===== src/rtl/fcp_pkg.sv =====
// Shared types for the fan curve PWM controller.
// Assumes: level codes are ordered from slowest to fastest.
package fcp_pkg;
    typedef enum logic [1:0] {
        LVL_OFF  = 2'd0,
        LVL_LOW  = 2'd1,
        LVL_HIGH = 2'd2,
        LVL_FULL = 2'd3
    } fan_lvl_e;

    localparam int          MODE_W    = 2;
    localparam logic [1:0]  MODE_AUTO = 2'd2;
endpackage


===== src/rtl/fcp_period_ctr.sv =====
// Free-running period counter shared by all PWM channels.
// Assumes: the period is 2**DW clocks; wrap marks the last count.
module fcp_period_ctr #(
    parameter int DW = 8
) (
    input  logic          clk,
    input  logic          rst_n,
    output logic [DW-1:0] cnt,
    output logic          wrap
);
    localparam logic [DW-1:0] CNT_MAX = '1;

    // Advance the counter every clock; reset clears it.
    always_ff @(posedge clk) begin
        if (!rst_n) cnt <= '0;
        else        cnt <= cnt + 1'b1;
    end

    // Flag the final count of a period.
    assign wrap = (cnt == CNT_MAX);
endmodule


===== src/rtl/fcp_level_track.sv =====
// Per-output direction tracker and four-level speed selector.
// Assumes: thresholds ordered off <= low <= high <= full; samples only
// change state on smp_stb.
module fcp_level_track
    import fcp_pkg::*;
#(
    parameter int DW = 8
) (
    input  logic          clk,
    input  logic          rst_n,
    input  logic          smp_stb,
    input  logic          auto_en,
    input  logic [DW-1:0] temp,
    input  logic [DW-1:0] thr_off,
    input  logic [DW-1:0] thr_low,
    input  logic [DW-1:0] thr_high,
    input  logic [DW-1:0] thr_full,
    output fan_lvl_e      lvl
);
    logic [DW-1:0] prev_q;
    logic          rising_q;
    logic          rise_nx;
    fan_lvl_e      lvl_nx;

    // Direction of the new sample; equal samples keep the old direction.
    always_comb begin
        if (temp > prev_q)      rise_nx = 1'b1;
        else if (temp < prev_q) rise_nx = 1'b0;
        else                    rise_nx = rising_q;
    end

    // Band lookup: rising picks the lower neighbour, falling the upper.
    always_comb begin
        if (temp >= thr_full)      lvl_nx = LVL_FULL;
        else if (temp >= thr_high) lvl_nx = rise_nx ? LVL_HIGH : LVL_FULL;
        else if (temp >= thr_low)  lvl_nx = rise_nx ? LVL_LOW  : LVL_HIGH;
        else if (temp >= thr_off)  lvl_nx = rise_nx ? LVL_OFF  : LVL_LOW;
        else                       lvl_nx = LVL_OFF;
    end

    // Register sample, direction and level on each strobe.
    always_ff @(posedge clk) begin
        if (!rst_n) begin
            prev_q   <= '0;
            rising_q <= 1'b1;
            lvl      <= LVL_OFF;
        end else if (smp_stb) begin
            prev_q   <= temp;
            rising_q <= rise_nx;
            lvl      <= auto_en ? lvl_nx : LVL_OFF;
        end
    end
endmodule


===== src/rtl/fcp_pwm_chan.sv =====
// One PWM channel: loads its duty at the period boundary and compares
// it with the shared counter.
// Assumes: wrap is high during the last count of each period.
module fcp_pwm_chan #(
    parameter int DW = 8
) (
    input  logic          clk,
    input  logic          rst_n,
    input  logic          wrap,
    input  logic [DW-1:0] cnt,
    input  logic [DW-1:0] duty_tgt,
    output logic [DW-1:0] duty_q,
    output logic          pwm
);
    localparam logic [DW-1:0] DUTY_MAX = '1;

    // Take the new duty only as the counter rolls over.
    always_ff @(posedge clk) begin
        if (!rst_n)    duty_q <= '0;
        else if (wrap) duty_q <= duty_tgt;
    end

    // Compare against the counter; the top duty is held constantly high.
    assign pwm = (duty_q == DUTY_MAX) || (cnt < duty_q);
endmodule


===== src/rtl/fan_curve_pwm.sv =====
// Top of the fan curve PWM controller: lane selection, level tracking,
// duty lookup and PWM generation for NUM_OUT outputs sharing one
// threshold set and one period counter.
// Assumes: src_sel values at or above NUM_TEMP fall back to lane 0.
module fan_curve_pwm
    import fcp_pkg::*;
#(
    parameter int DW       = 8,
    parameter int NUM_TEMP = 4,
    parameter int NUM_OUT  = 2,
    localparam int SEL_W   = (NUM_TEMP > 1) ? $clog2(NUM_TEMP) : 1
) (
    input  logic                     clk,
    input  logic                     rst_n,
    input  logic                     sample_stb,
    input  logic [NUM_TEMP*DW-1:0]   temp_in,
    input  logic [NUM_OUT*SEL_W-1:0] src_sel,
    input  logic [NUM_OUT*MODE_W-1:0] mode_ctl,
    input  logic [DW-1:0]            thr_off,
    input  logic [DW-1:0]            thr_low,
    input  logic [DW-1:0]            thr_high,
    input  logic [DW-1:0]            thr_full,
    input  logic [NUM_OUT*DW-1:0]    duty_hi,
    input  logic [NUM_OUT*DW-1:0]    duty_lo,
    output logic [NUM_OUT-1:0]       pwm_out,
    output logic [NUM_OUT*DW-1:0]    duty_cur
);
    localparam logic [DW-1:0] DUTY_FULL = '1;

    logic [DW-1:0]         period_cnt;
    logic                  wrap;
    logic [DW-1:0]         lanes [NUM_TEMP];
    logic [NUM_OUT*DW-1:0] temp_sel;
    logic [NUM_OUT*2-1:0]  lvl_bus;

    fcp_period_ctr #(.DW(DW)) u_ctr (
        .clk  (clk),
        .rst_n(rst_n),
        .cnt  (period_cnt),
        .wrap (wrap)
    );

    for (genvar k = 0; k < NUM_TEMP; k++) begin : g_lane
        assign lanes[k] = temp_in[k*DW +: DW];
    end

    for (genvar i = 0; i < NUM_OUT; i++) begin : g_out
        logic [SEL_W-1:0] sel;
        logic [DW-1:0]    t_pick;
        logic [DW-1:0]    tgt;
        fan_lvl_e         lvl_q;

        assign sel = src_sel[i*SEL_W +: SEL_W];

        // Route the selected lane, guarding out-of-range selects.
        always_comb begin
            if (int'(sel) < NUM_TEMP) t_pick = lanes[sel];
            else                      t_pick = lanes[0];
        end

        assign temp_sel[i*DW +: DW] = t_pick;

        fcp_level_track #(.DW(DW)) u_trk (
            .clk     (clk),
            .rst_n   (rst_n),
            .smp_stb (sample_stb),
            .auto_en (mode_ctl[i*MODE_W +: MODE_W] == MODE_AUTO),
            .temp    (t_pick),
            .thr_off (thr_off),
            .thr_low (thr_low),
            .thr_high(thr_high),
            .thr_full(thr_full),
            .lvl     (lvl_q)
        );

        assign lvl_bus[i*2 +: 2] = lvl_q;

        // Map the level to its duty value.
        always_comb begin
            unique case (lvl_q)
                LVL_FULL: tgt = DUTY_FULL;
                LVL_HIGH: tgt = duty_hi[i*DW +: DW];
                LVL_LOW:  tgt = duty_lo[i*DW +: DW];
                default:  tgt = '0;
            endcase
        end

        fcp_pwm_chan #(.DW(DW)) u_pwm (
            .clk     (clk),
            .rst_n   (rst_n),
            .wrap    (wrap),
            .cnt     (period_cnt),
            .duty_tgt(tgt),
            .duty_q  (duty_cur[i*DW +: DW]),
            .pwm     (pwm_out[i])
        );
    end
endmodule


===== config.mk =====
export PLATFORM = sky130hd
export DESIGN_NAME = fan_curve_pwm
export DESIGN_NICKNAME = d
export VERILOG_FILES = /design/src/rtl/fcp_pkg.sv /design/src/rtl/fcp_period_ctr.sv /design/src/rtl/fcp_level_track.sv /design/src/rtl/fcp_pwm_chan.sv /design/src/rtl/fan_curve_pwm.sv
export SDC_FILE = /design/constraint.sdc
export NUM_CORES = 1
export LEC_CHECK = 0
export ABC_CLOCK_PERIOD_IN_PS = 3900
export CORE_MARGIN = 2
export CORE_UTILIZATION = 45
export CTS_BUF_LIST = sky130_fd_sc_hd__clkbuf_8
export CTS_CLUSTER_DIAMETER = 120
export DETAILED_ROUTE_END_ITERATION = 10
export PLACE_DENSITY_LB_ADDON = 0.3
export SLEW_MARGIN = 30
export SYNTH_ARGS = -nofsm -noshare
export SYNTH_HDL_FRONTEND = slang
export SYNTH_SLANG_ARGS = --single-unit

===== constraint.sdc =====
create_clock -name clk -period 3.9 [get_ports clk]
set_input_delay 0.78 -clock clk [delete_from_list [all_inputs] [get_ports clk]]
set_output_delay 0.78 -clock clk [all_outputs]
set_load 0.01 [all_outputs]

Yosys cells after proc, flatten, opt, wreduce, memory -nomap -nowiden
Cells that the tools add are included.

word-level totals
  bits of input ports = 107
  output and inout port bits = 18
  flip-flop bits (word level) = 46
  word-level logic and storage cells = 69

operators by class
  bitwise gates (word level) = 2
  $add $sub $neg = 1
  reductions and logical operators = 2
  multiplexer cells = 28
  eq/ne operators = 11
  order comparisons = 16

operators with widths
  operator                                                         number
  8-bit >= comparator                                              8
  8-bit one-hot mux with 3 select lines                            2
  8-bit binary-select mux with 2-bit select                        2
  8-bit less-than comparator                                       4
  8-bit two-way mux                                                4
  8-bit == test, second input constant                             3
  2-bit two-way mux                                                12
  8-bit greater-than comparator                                    2
  2-bit == test, second input constant                             6
  8-bit by 1-bit adder with 8-bit output, second input constant    1
  1-bit two-way mux                                                8
  3-bit >= comparator, second input constant                       2
  2-bit NOT with 3-bit output                                      2
  2-bit by 1-bit == test with 1-bit output, second input constant  2
  1-bit logical OR                                                 2

Depth between registers and ports, before layout
Gate-level depths: netlist (run 1).

  word-level depth = 13
  gate-level depth with buffers = 10
  mapped depth without buffers = 9

Hierarchy
Synthesis (run 1) repeated with hierarchy kept, for this count alone.

unflattened totals
  cells, all modules = 544
  area total of the unflattened synthesis = 4,723.3 µm²

by module, submodules not included
  module           instances  cells an instance  area an instance (µm²)  seq. area each (µm²)
  fcp_level_track  2          167                1,391.3                 220.2
  fcp_pwm_chan     2          50                 491.7                   160.2
  fan_curve_pwm    1          76                 633.1                   0.0
  fcp_period_ctr   1          34                 324.1                   160.2

Worst setup path before layout (run 1)
OpenSTA, ideal clock, no wires.

  path kind = input to register
  from = in src_sel[0]
  to = reg g_out[0].u_trk.lvl[0]
  setup time = 0.119 ns
  arrival = 2.857 ns
  path slack = 0.923 ns
  buffers on the path = 1
  required time = 3.781 ns
  stages on the path = 10
  path through = buf_2 > mux4_2 > inv_1 > ha_1 > nand2b_4 > a2111oi_2 > o31ai_2 > a21o_1 > mux2i_1 > a21oi_1

on the way
  cells in the longest elaborated chain, start to end = 13
  elaborated cells on any way between the ends = 20
  classes of those cells = 6 x order compare; 13 x mux; 1 x bitwise

ends and longest elaborated chain
  element                                                 RTL line                                      source
  from (decl)                                             fan_curve_pwm.sv:17                           input logic [NUM_OUT*SEL_W-1:0] src_sel,
  2-bit NOT with 3-bit output (implied by the code) *     fan_curve_pwm.sv:57                           if (int'(sel) < NUM_TEMP) t_pick = lanes[sel];
  8-bit binary-select mux with 2-bit select *             fan_curve_pwm.sv:57
  8-bit two-way mux (implied by the code) * (2 in a row)  fan_curve_pwm.sv:57
  8-bit less-than comparator                              fcp_level_track.sv:28                         else if (temp < prev_q) rise_nx = 1'b0;
  1-bit two-way mux                                       fcp_level_track.sv:28
  1-bit two-way mux                                       fcp_level_track.sv:27                         if (temp > prev_q) rise_nx = 1'b1;
  1-bit two-way mux                                       fcp_level_track.sv:35, fcp_level_track.sv:37
  2-bit two-way mux                                       fcp_level_track.sv:37                         else if (temp >= thr_off) lvl_nx = rise_nx ? LVL_OFF : LVL_LOW;
  2-bit two-way mux                                       fcp_level_track.sv:36                         else if (temp >= thr_low) lvl_nx = rise_nx ? LVL_LOW : LVL_HIGH;
  2-bit two-way mux                                       fcp_level_track.sv:35                         else if (temp >= thr_high) lvl_nx = rise_nx ? LVL_HIGH : LVL_FULL;
  2-bit two-way mux *                                     fcp_level_track.sv:34                         if (temp >= thr_full) lvl_nx = LVL_FULL;
  2-bit two-way mux *                                     fcp_level_track.sv:50                         lvl <= auto_en ? lvl_nx : LVL_OFF;
  to (signal assigned)                                    fcp_level_track.sv:50
  to (decl)                                               fcp_level_track.sv:18                         output fan_lvl_e lvl

Mark *: on every way between the ends. The rest lies on a longest branch, timed or not. The select of a mux whose other input is x is not followed.
A chain may end at the register's enable or synchronous reset.

Worst setup path in the final report (run 1)
  from = in src_sel[2]
  to = reg g_out[1].u_trk.lvl[1]

on the way
  cells in the longest elaborated chain, start to end = 12
  elaborated cells on any way between the ends = 16
  classes of those cells = 5 x order compare; 10 x mux; 1 x bitwise

ends and longest elaborated chain
  element                                                 RTL line               source
  2-bit NOT with 3-bit output (implied by the code) *     fan_curve_pwm.sv:57
  8-bit binary-select mux with 2-bit select *             fan_curve_pwm.sv:57
  8-bit two-way mux (implied by the code) * (2 in a row)  fan_curve_pwm.sv:57
  via g_out[1].t_pick[4]                                  fan_curve_pwm.sv:49    logic [DW-1:0] t_pick;
  8-bit less-than comparator                              fcp_level_track.sv:28
  1-bit two-way mux                                       fcp_level_track.sv:28
  1-bit two-way mux                                       fcp_level_track.sv:27
  2-bit two-way mux (2 in a row)                          fcp_level_track.sv:36
  2-bit two-way mux                                       fcp_level_track.sv:35
  2-bit two-way mux *                                     fcp_level_track.sv:34
  2-bit two-way mux *                                     fcp_level_track.sv:50
  to (signal assigned)                                    fcp_level_track.sv:50
  to (decl)                                               fcp_level_track.sv:18

Mark *: on every way through the listed nets, which the timed path passes. The rest lies on a longest branch. The select of a mux whose other input is x is not followed.

==> results of run 1 <==
[report_power, final]
part           switching [W]  internal [W]
clock               0.000161      0.000121
combinational       0.000298      0.000337
sequential         0.0000185      0.000489
total               0.000478      0.000946
[cell type report]
| type | count | area (um2) |
|---|---|---|
| flip-flops and latches | 46 | 920.9 |
| clock inverters | 2 | 11.26 |
| fillers | 883 | 4069 |
| clock buffers | 5 | 68.82 |
| inverters | 58 | 217.7 |
| well taps | 136 | 170.2 |
| repair buffers | 131 | 1289 |
| multi-input cells | 387 | 3485 |
[registers in the layout (all words and copies together) (netlist names)]
name,flops
g_out.u_trk.lvl,4
g_out.u_trk.prev_q,16
u_ctr.cnt,8
g_out.u_pwm.duty_q,16
g_out.u_trk.rising_q,2
[per-layer routing]
metal	track usage, %	vias to the layer above	part of all wire, %
met2	46.57	135	52
met4	7.613	0	2.8
met1	27.65	2088	40
met5	0	-	0
met3	3.433	27	4.7
li1	-	2110	-
[worst min-delay path by stage]
stage | to | slack (ps) | cells after the start
floorplan | u_ctr.cnt[0]$_SDFF_PN0_ | 440 | 1
global placement | u_ctr.cnt[0]$_SDFF_PN0_ | 460 | 1
detailed placement | u_ctr.cnt[0]$_SDFF_PN0_ | 510 | 1
CTS | u_ctr.cnt[0]$_SDFF_PN0_ | 530 | 1
global route | g_out[0].u_trk.prev_q[5]$_SDFFE_PN0P_ | 540 | 2
finish | u_ctr.cnt[0]$_SDFF_PN0_ | 520 | 1
[worst max-delay path: cells and delay by family]
| family | cells | cell delay (ps) |
|---|---|---|
| buffers and inverters | 2 | 700 |
| adders and majority gates | 1 | 330 |
| and+or+nand+nor | 1 | 70 |
| AOI/OAI and AO/OA | 5 | 1010 |
| muxes | 1 | 610 |
[layout by cell type (no fill, tap or decap), types with 3 or more instances in the layout]
cell and count:
dfxtp_1 46, clkbuf_8 5, a21oi_1 20, o21a_1 10, nand2_1 29, ha_1 95
and2_1 5, o211a_1 16, a21o_1 14, nand4_1 13, buf_4 7, nand2b_4 6
nor2_1 16, clkdlybuf4s50_1 123, and3_1 3, a2111oi_2 5, xnor2_1 3, o31ai_1 4
mux2i_1 18, nand3_1 20, mux4_2 16, o21ai_0 24, or3_1 4, a211oi_1 6
nor2b_1 26, inv_1 59
[cells by family (layout without fill, tap and decap cells)]
kind of cell,after synthesis,after routing
AOI/OAI and AO/OA,122,122
xor gates and xnor gates,4,4
adders and majority gates,95,95
buffers and inverters,77,196
DFF,46,46
muxes,34,34
and+or+nand+nor,132,132
[stage by stage]
stage | hold WS (ps) | instance area [um2]
6_report | 517.8 | 6162
3_5_place_dp | 508.3 | 6087
2_1_floorplan | 438.9 | 4711
3_3_place_gp | 462.3 | 6087
4_1_cts | 528.9 | 6167
5_1_grt | 545.0 | 6162
==> impl_metrics.json, run 1 <==
{
  "yosysTopAreaCell": "ha_1",
  "timing.rr.end": "g_out[0].u_pwm.duty_q[6]$_SDFFE_PN0N_",
  "syn_nets": 712,
  "syn_to_final_growth_pct": 30.81,
  "tns_ps": 0,
  "synth-seq-area-share_pct": 19.55,
  "p_per_area_mw_per_mm2": 231.1,
  "grt_max_degree": 28,
  "antenna_found_initial": 0,
  "vdd_drop_max_mv": 0.1556,
  "synth_compound_area_share_pct": 20.58,
  "synthTopCellsByCount": "ha_1, inv_1, dfxtp_1",
  "async_reset_ff_share_pct": 0,
  "dieArea_mm2": 0.01130,
  "ys_types": 48,
  "antenna_left": 0,
  "final_util_pct": 60.23,
  "ys_warn_count": 0,
  "fin_cells": 765,
  "clock_path_buffers": 2,
  "post-cts-setup-buffers": 0,
  "grtUsageTotal_pct": 24.37,
  "final_max_slew_viol_count": 0,
  "gp_congestion": 1.013,
  "fmax_ghz": 0.3001,
  "setup_ws_ps": 567.8,
  "place_hpwl_um": 11300,
  "synth_area_per_cell_um2": 9.237,
  "place_ws_ps": 254.2,
  "dpl.cell_count": 758,
  "die_y_um": 106.3,
  "final_hold_viol_count": 0,
  "start_kind": "input pin",
  "synth-seq-cells": 46,
  "syn_area_mm2": 0.004711,
  "total_power_w": 0.001424,
  "path_cells": "clkdlybuf4s50_1 -> buf_4 -> mux4_2 -> ha_1 -> a21oi_1 -> nor2b_1 -> a2111oi_2 -> a21oi_1 -> a211oi_1 -> o21ai_1",
  "crit_start": "src_sel[2]",
  "clk_pin_slew_worst_paths_ps": 90,
  "synthAdderAreaFrac_pct": 25.23,
  "crit_end": "g_out[1].u_trk.lvl[1]$_SDFFE_PN0P_",
  "die_w_um": 106.3,
  "drc_errors": 0,
  "synth-xor-area-share_pct": 0.7437,
  "layout.nets": 831,
  "status": "completed",
  "endpoint_kind": "flop",
  "setup_violations": 0,
  "port_buffers": 124,
  "cts_resized": 0,
  "path_common_cell": "a21oi_1",
  "reg2reg_depth": 6,
  "synth_edf_count": 0,
  "rsz0062_at_grt": "no",
  "required_ps": 4090,
  "max_stage_delay_ps": 610,
  "relSlewSlack_pct": 55.12,
  "clock_sinks": 46,
  "hp-start": "u_ctr.cnt[0]$_SDFF_PN0_",
  "fin_skew_ps": 5.819,
  "arrival_ps": 3520,
  "grt_pass1_vias": 4558,
  "drive_above_1_share_pct": 8.426,
  "maxCapViolCount": 0,
  "r2r-start": "u_ctr.cnt[0]$_SDFF_PN0_",
  "diodes": 0,
  "hp-class": "flop to flop",
  "p_leak_nw": 2.799,
  "fp-row-count": 37,
  "clock_tree.root_cell": "clkbuf_8",
  "critPathMaxFanout": 6,
  "ff2ff_setup_slack_ps": 1870,
  "vias": 4360,
  "fin_crit_sh_pct": 85.44,
  "io_pins": 125,
  "cts_tree": "built",
  "layout_min_cycle_time_ps": 3332,
  "hold_buffers": 0,
  "tightest_slew_ps": 672.5,
  "start_util_pct": 46.04,
  "numCtsBuffers": 5,
  "cp_slowest_cell": "mux4_2",
  "grt-ovfl-total": 0,
  "clk_latency_ps": 290,
  "synth-simple-area-share_pct": 15.94,
  "synth_most_common_cell": "ha_1",
  "grt_pass1_wl_um": 21890,
  "wirelength_um": 13480,
  "wl_per_cell_um": 17.62,
  "core_mm2": 0.01023,
  "netlist_instances": 510,
  "drt-initial-drc-count": 240,
  "dr.pass1.iters": 4,
  "yosysTopAreaCellShare_pct": 25.23,
  "synthFlopType": "dfxtp_1",
  "synth_area_leaders": "ha_1, dfxtp_1, mux4_2, inv_1, mux2i_1",
  "synth.mux.area_fraction_pct": 11.47,
  "synth_top_family_by_area": "adder cells",
  "vias_per_cell": 5.699,
  "cts_htree_levels": 2,
  "worst-setup-path-type": "input pin to flop"
}
(Power assumes the default switching activity.)
==> inputs of run 2 (changes only) <==
Settings changed: GPL_TIMING_DRIVEN set to 1.
==> results of run 2 <==
Final layout, timing and power as in run 1 (identical DEF).
==> inputs of run 3 (changes only) <==
Settings changed: ABC_AREA set to 1.
==> impl_metrics.json, run 3 <==
{
  "internal_power_w": 0.0009178,
  "synth_compound_area_share_pct": 23.13,
  "switching_power_w": 0.0005048,
  "fin_crit_sh_pct": 84.02,
  "cts_htree_levels": 2,
  "critPathMaxFanout": 9,
  "reg2reg_depth": 8,
  "r2r-start": "u_ctr.cnt[1]$_SDFF_PN0_",
  "synth-simple-area-share_pct": 21.81,
  "layout_common_cells": "clkdlybuf4s50_1, nand2_1, inv_1, nor2_1, ha_1",
  "die_y_um": 107.5,
  "synthTopCellsByCount": "nand2_1, inv_1, nor2_1",
  "ys_types": 31,
  "synthAdderAreaFrac_pct": 24.66,
  "core_mm2": 0.01037,
  "layout.area.seq_um2": 920.9,
  "required_ps": 4130,
  "p_per_area_mw_per_mm2": 225.4,
  "yosysTopAreaCellShare_pct": 24.66,
  "dr.pass1.iters": 5,
  "hp-class": "flop to flop",
  "start_util_pct": 46.48,
  "port_buffers": 124,
  "diodes": 0,
  "clock_path_buffers": 2,
  "io_pins": 125,
  "grt_pass1_wl_um": 23560,
  "synth_area_per_cell_um2": 6.985,
  "place_hpwl_um": 11730,
  "status": "completed",
  "fin_cells": 951,
  "layout.nets": 1018,
  "syn_to_final_growth_pct": 30.94,
  "fin_skew_ps": 3.006,
  "final_util_pct": 60.86,
  "hold_buffers": 0,
  "worst-setup-path-type": "input pin to flop",
  "synth_most_common_cell": "nand2_1",
  "cts_tree": "built",
  "dieArea_mm2": 0.01155,
  "cts_resized": 0,
  "final_hold_viol_count": 0,
  "synthFlopType": "dfxtp_1",
  "rsz0062_at_grt": "no",
  "p_seq_share_pct": 35.5,
  "clock_sinks": 46,
  "die_w_um": 107.5,
  "p_leak_nw": 2.908,
  "tightest_slew_ps": 919.4,
  "synth_edf_count": 0,
  "grt_pass1_vias": 5041,
  "final_max_slew_viol_count": 0,
  "clk_pin_slew_worst_paths_ps": 80,
  "clock_tree.root_cell": "clkbuf_8",
  "drive_above_1_share_pct": 7.239,
  "endpoint_kind": "flop",
  "synth-seq-cells": 46,
  "grt-ovfl-total": 0,
  "tns_ps": 0,
  "fp-row-count": 37,
  "vdd_drop_max_mv": 0.1572,
  "drc_errors": 0,
  "layout_min_cycle_time_ps": 3277,
  "dpl.cell_count": 945,
  "largest_registers": "g_out.u_pwm.duty_q x16, g_out.u_trk.prev_q x16, u_ctr.cnt x8",
  "multiInputGateArea_mm2": 0.003363,
  "wirelength_um": 14270,
  "grtUsageTotal_pct": 25.29,
  "fill_cells": 962,
  "drt-initial-drc-count": 226,
  "layout_commonest_cell": "clkdlybuf4s50_1",
  "crit_start": "src_sel[1]",
  "vias_per_cell": 5.294,
  "fmax_ghz": 0.3052,
  "synth-xor-area-share_pct": 0.1817,
  "grt_max_degree": 33,
  "clk_latency_ps": 300,
  "crit_end": "g_out[0].u_trk.lvl[0]$_SDFFE_PN0P_",
  "arrival_ps": 3510,
  "gp_congestion": 0.9456,
  "antenna_found_initial": 0,
  "antenna_left": 0,
  "synth_top_family_by_area": "adder cells",
  "power_frac_comb_pct": 44.0,
  "relSlewSlack_pct": 38.49,
  "syn_nets": 892,
  "post-cts-setup-buffers": 0,
  "netlist_instances": 690,
  "ys_warn_count": 0,
  "ff2ff_setup_slack_ps": 1540,
  "timing.rr.end": "g_out[1].u_pwm.duty_q[0]$_SDFFE_PN0N_",
  "vias": 5035,
  "async_reset_ff_share_pct": 0,
  "clockPowerShare_pct": 20.6,
  "setup_violations": 0,
  "synth-seq-area-share_pct": 19.11,
  "start_kind": "input pin",
  "synth.mux.area_fraction_pct": 0,
  "wl_per_cell_um": 15.00,
  "maxCapViolCount": 0,
  "numCtsBuffers": 5,
  "p_sw_share_pct": 35.48,
  "yosysTopAreaCell": "ha_1",
  "synth_area_leaders": "ha_1, dfxtp_1, nand2_1, inv_1, nor2_1",
  "syn_area_mm2": 0.004820
}
-- run 3: cell count changes after synthesis, moves of 12 or more --
cell      change
nand2_1      +89
nor2_1       +89
inv_1        +48
a211oi_2     +30
a21oi_1      +26
nor2b_1      -26
o21ai_0      +19
mux2i_1      -18
mux4_2       -16
o211a_1      -16
a21o_1       -12
nand3_1      -12
nor3_1       +12
o22ai_1      +12
-- run 3: worst min-delay path by stage --
stage                                                from                                     to  depth (start not counted)
floorplan                         u_ctr.cnt[0]$_SDFF_PN0_                u_ctr.cnt[0]$_SDFF_PN0_                          1
global placement                  u_ctr.cnt[0]$_SDFF_PN0_                u_ctr.cnt[0]$_SDFF_PN0_                          1
detailed placement  g_out[0].u_trk.prev_q[3]$_SDFFE_PN0P_  g_out[0].u_trk.prev_q[3]$_SDFFE_PN0P_                          2
CTS                 g_out[0].u_trk.prev_q[3]$_SDFFE_PN0P_  g_out[0].u_trk.prev_q[3]$_SDFFE_PN0P_                          2
global route        g_out[0].u_trk.prev_q[3]$_SDFFE_PN0P_  g_out[0].u_trk.prev_q[3]$_SDFFE_PN0P_                          2
finish              g_out[0].u_trk.prev_q[3]$_SDFFE_PN0P_  g_out[0].u_trk.prev_q[3]$_SDFFE_PN0P_                          2
-- run 3: power by group through the flow --
stage,clock network (W),registers (W),logic (W)
detailed placement,0,0.000515,0.000619
CTS,0.000295,0.000504,0.000625
global route,0.000317,0.000507,0.000711
global placement,0,0.000514,0.000593
floorplan,0,0.000506,0.000370
finish,0.000293,0.000504,0.000626
-- run 3: cell families after synthesis --
| logic type | Yosys count |
|---|---|
| simple gates | 258 |
| compound gates | 160 |
| buf+inv | 130 |
| fa+ha+maj | 95 |
| flops | 46 |
| xor+xnor | 1 |
-- run 3: final cells by class --
class | count | area share (%)
Clock buffer | 6 | 1.308
Multi-Input combinational cell | 514 | 53.29
Tap cell | 136 | 2.696
Inverter | 108 | 6.423
Timing Repair Buffer | 141 | 21.69
Sequential cell | 46 | 14.59
-- run 3: critical path, stage by stage --
cell             delay [ps]
clkdlybuf4s50_1         550
inv_1                   240
o21ai_0                 120
o22ai_1                 630
ha_1                    380
nand2_1                  80
nor2_1                   50
nor3_1                  130
nand2_1                  90
a21oi_1                 170
nand2_1                  70
nand3_1                  70
nand2_1                  50
a21oi_1                 110
-- run 3: metrics by stage --
step,total power [W],worst slack [ps],area (um2),hold slack (ps)
final,0.001423,623.1,6311,473.4
after global routing,0.001535,405.5,6311,500.3
after CTS,0.001424,682.2,6311,474.0
after detailed placement,0.001135,388.5,6228,461.6
after global placement,0.001107,455.5,6228,443.5
after floorplan,0.0008757,1185,4820,429.7
-- run 3: routing by layer --
layer | GRT usage (%) | vias up | share of wire, %
met4 | 6.593 | 0 | 2.2
met2 | 45.87 | 129 | 50
met1 | 31.33 | 2319 | 44
met3 | 3.208 | 26 | 4.5
li1 | - | 2561 | -
met5 | 0 | - | 0
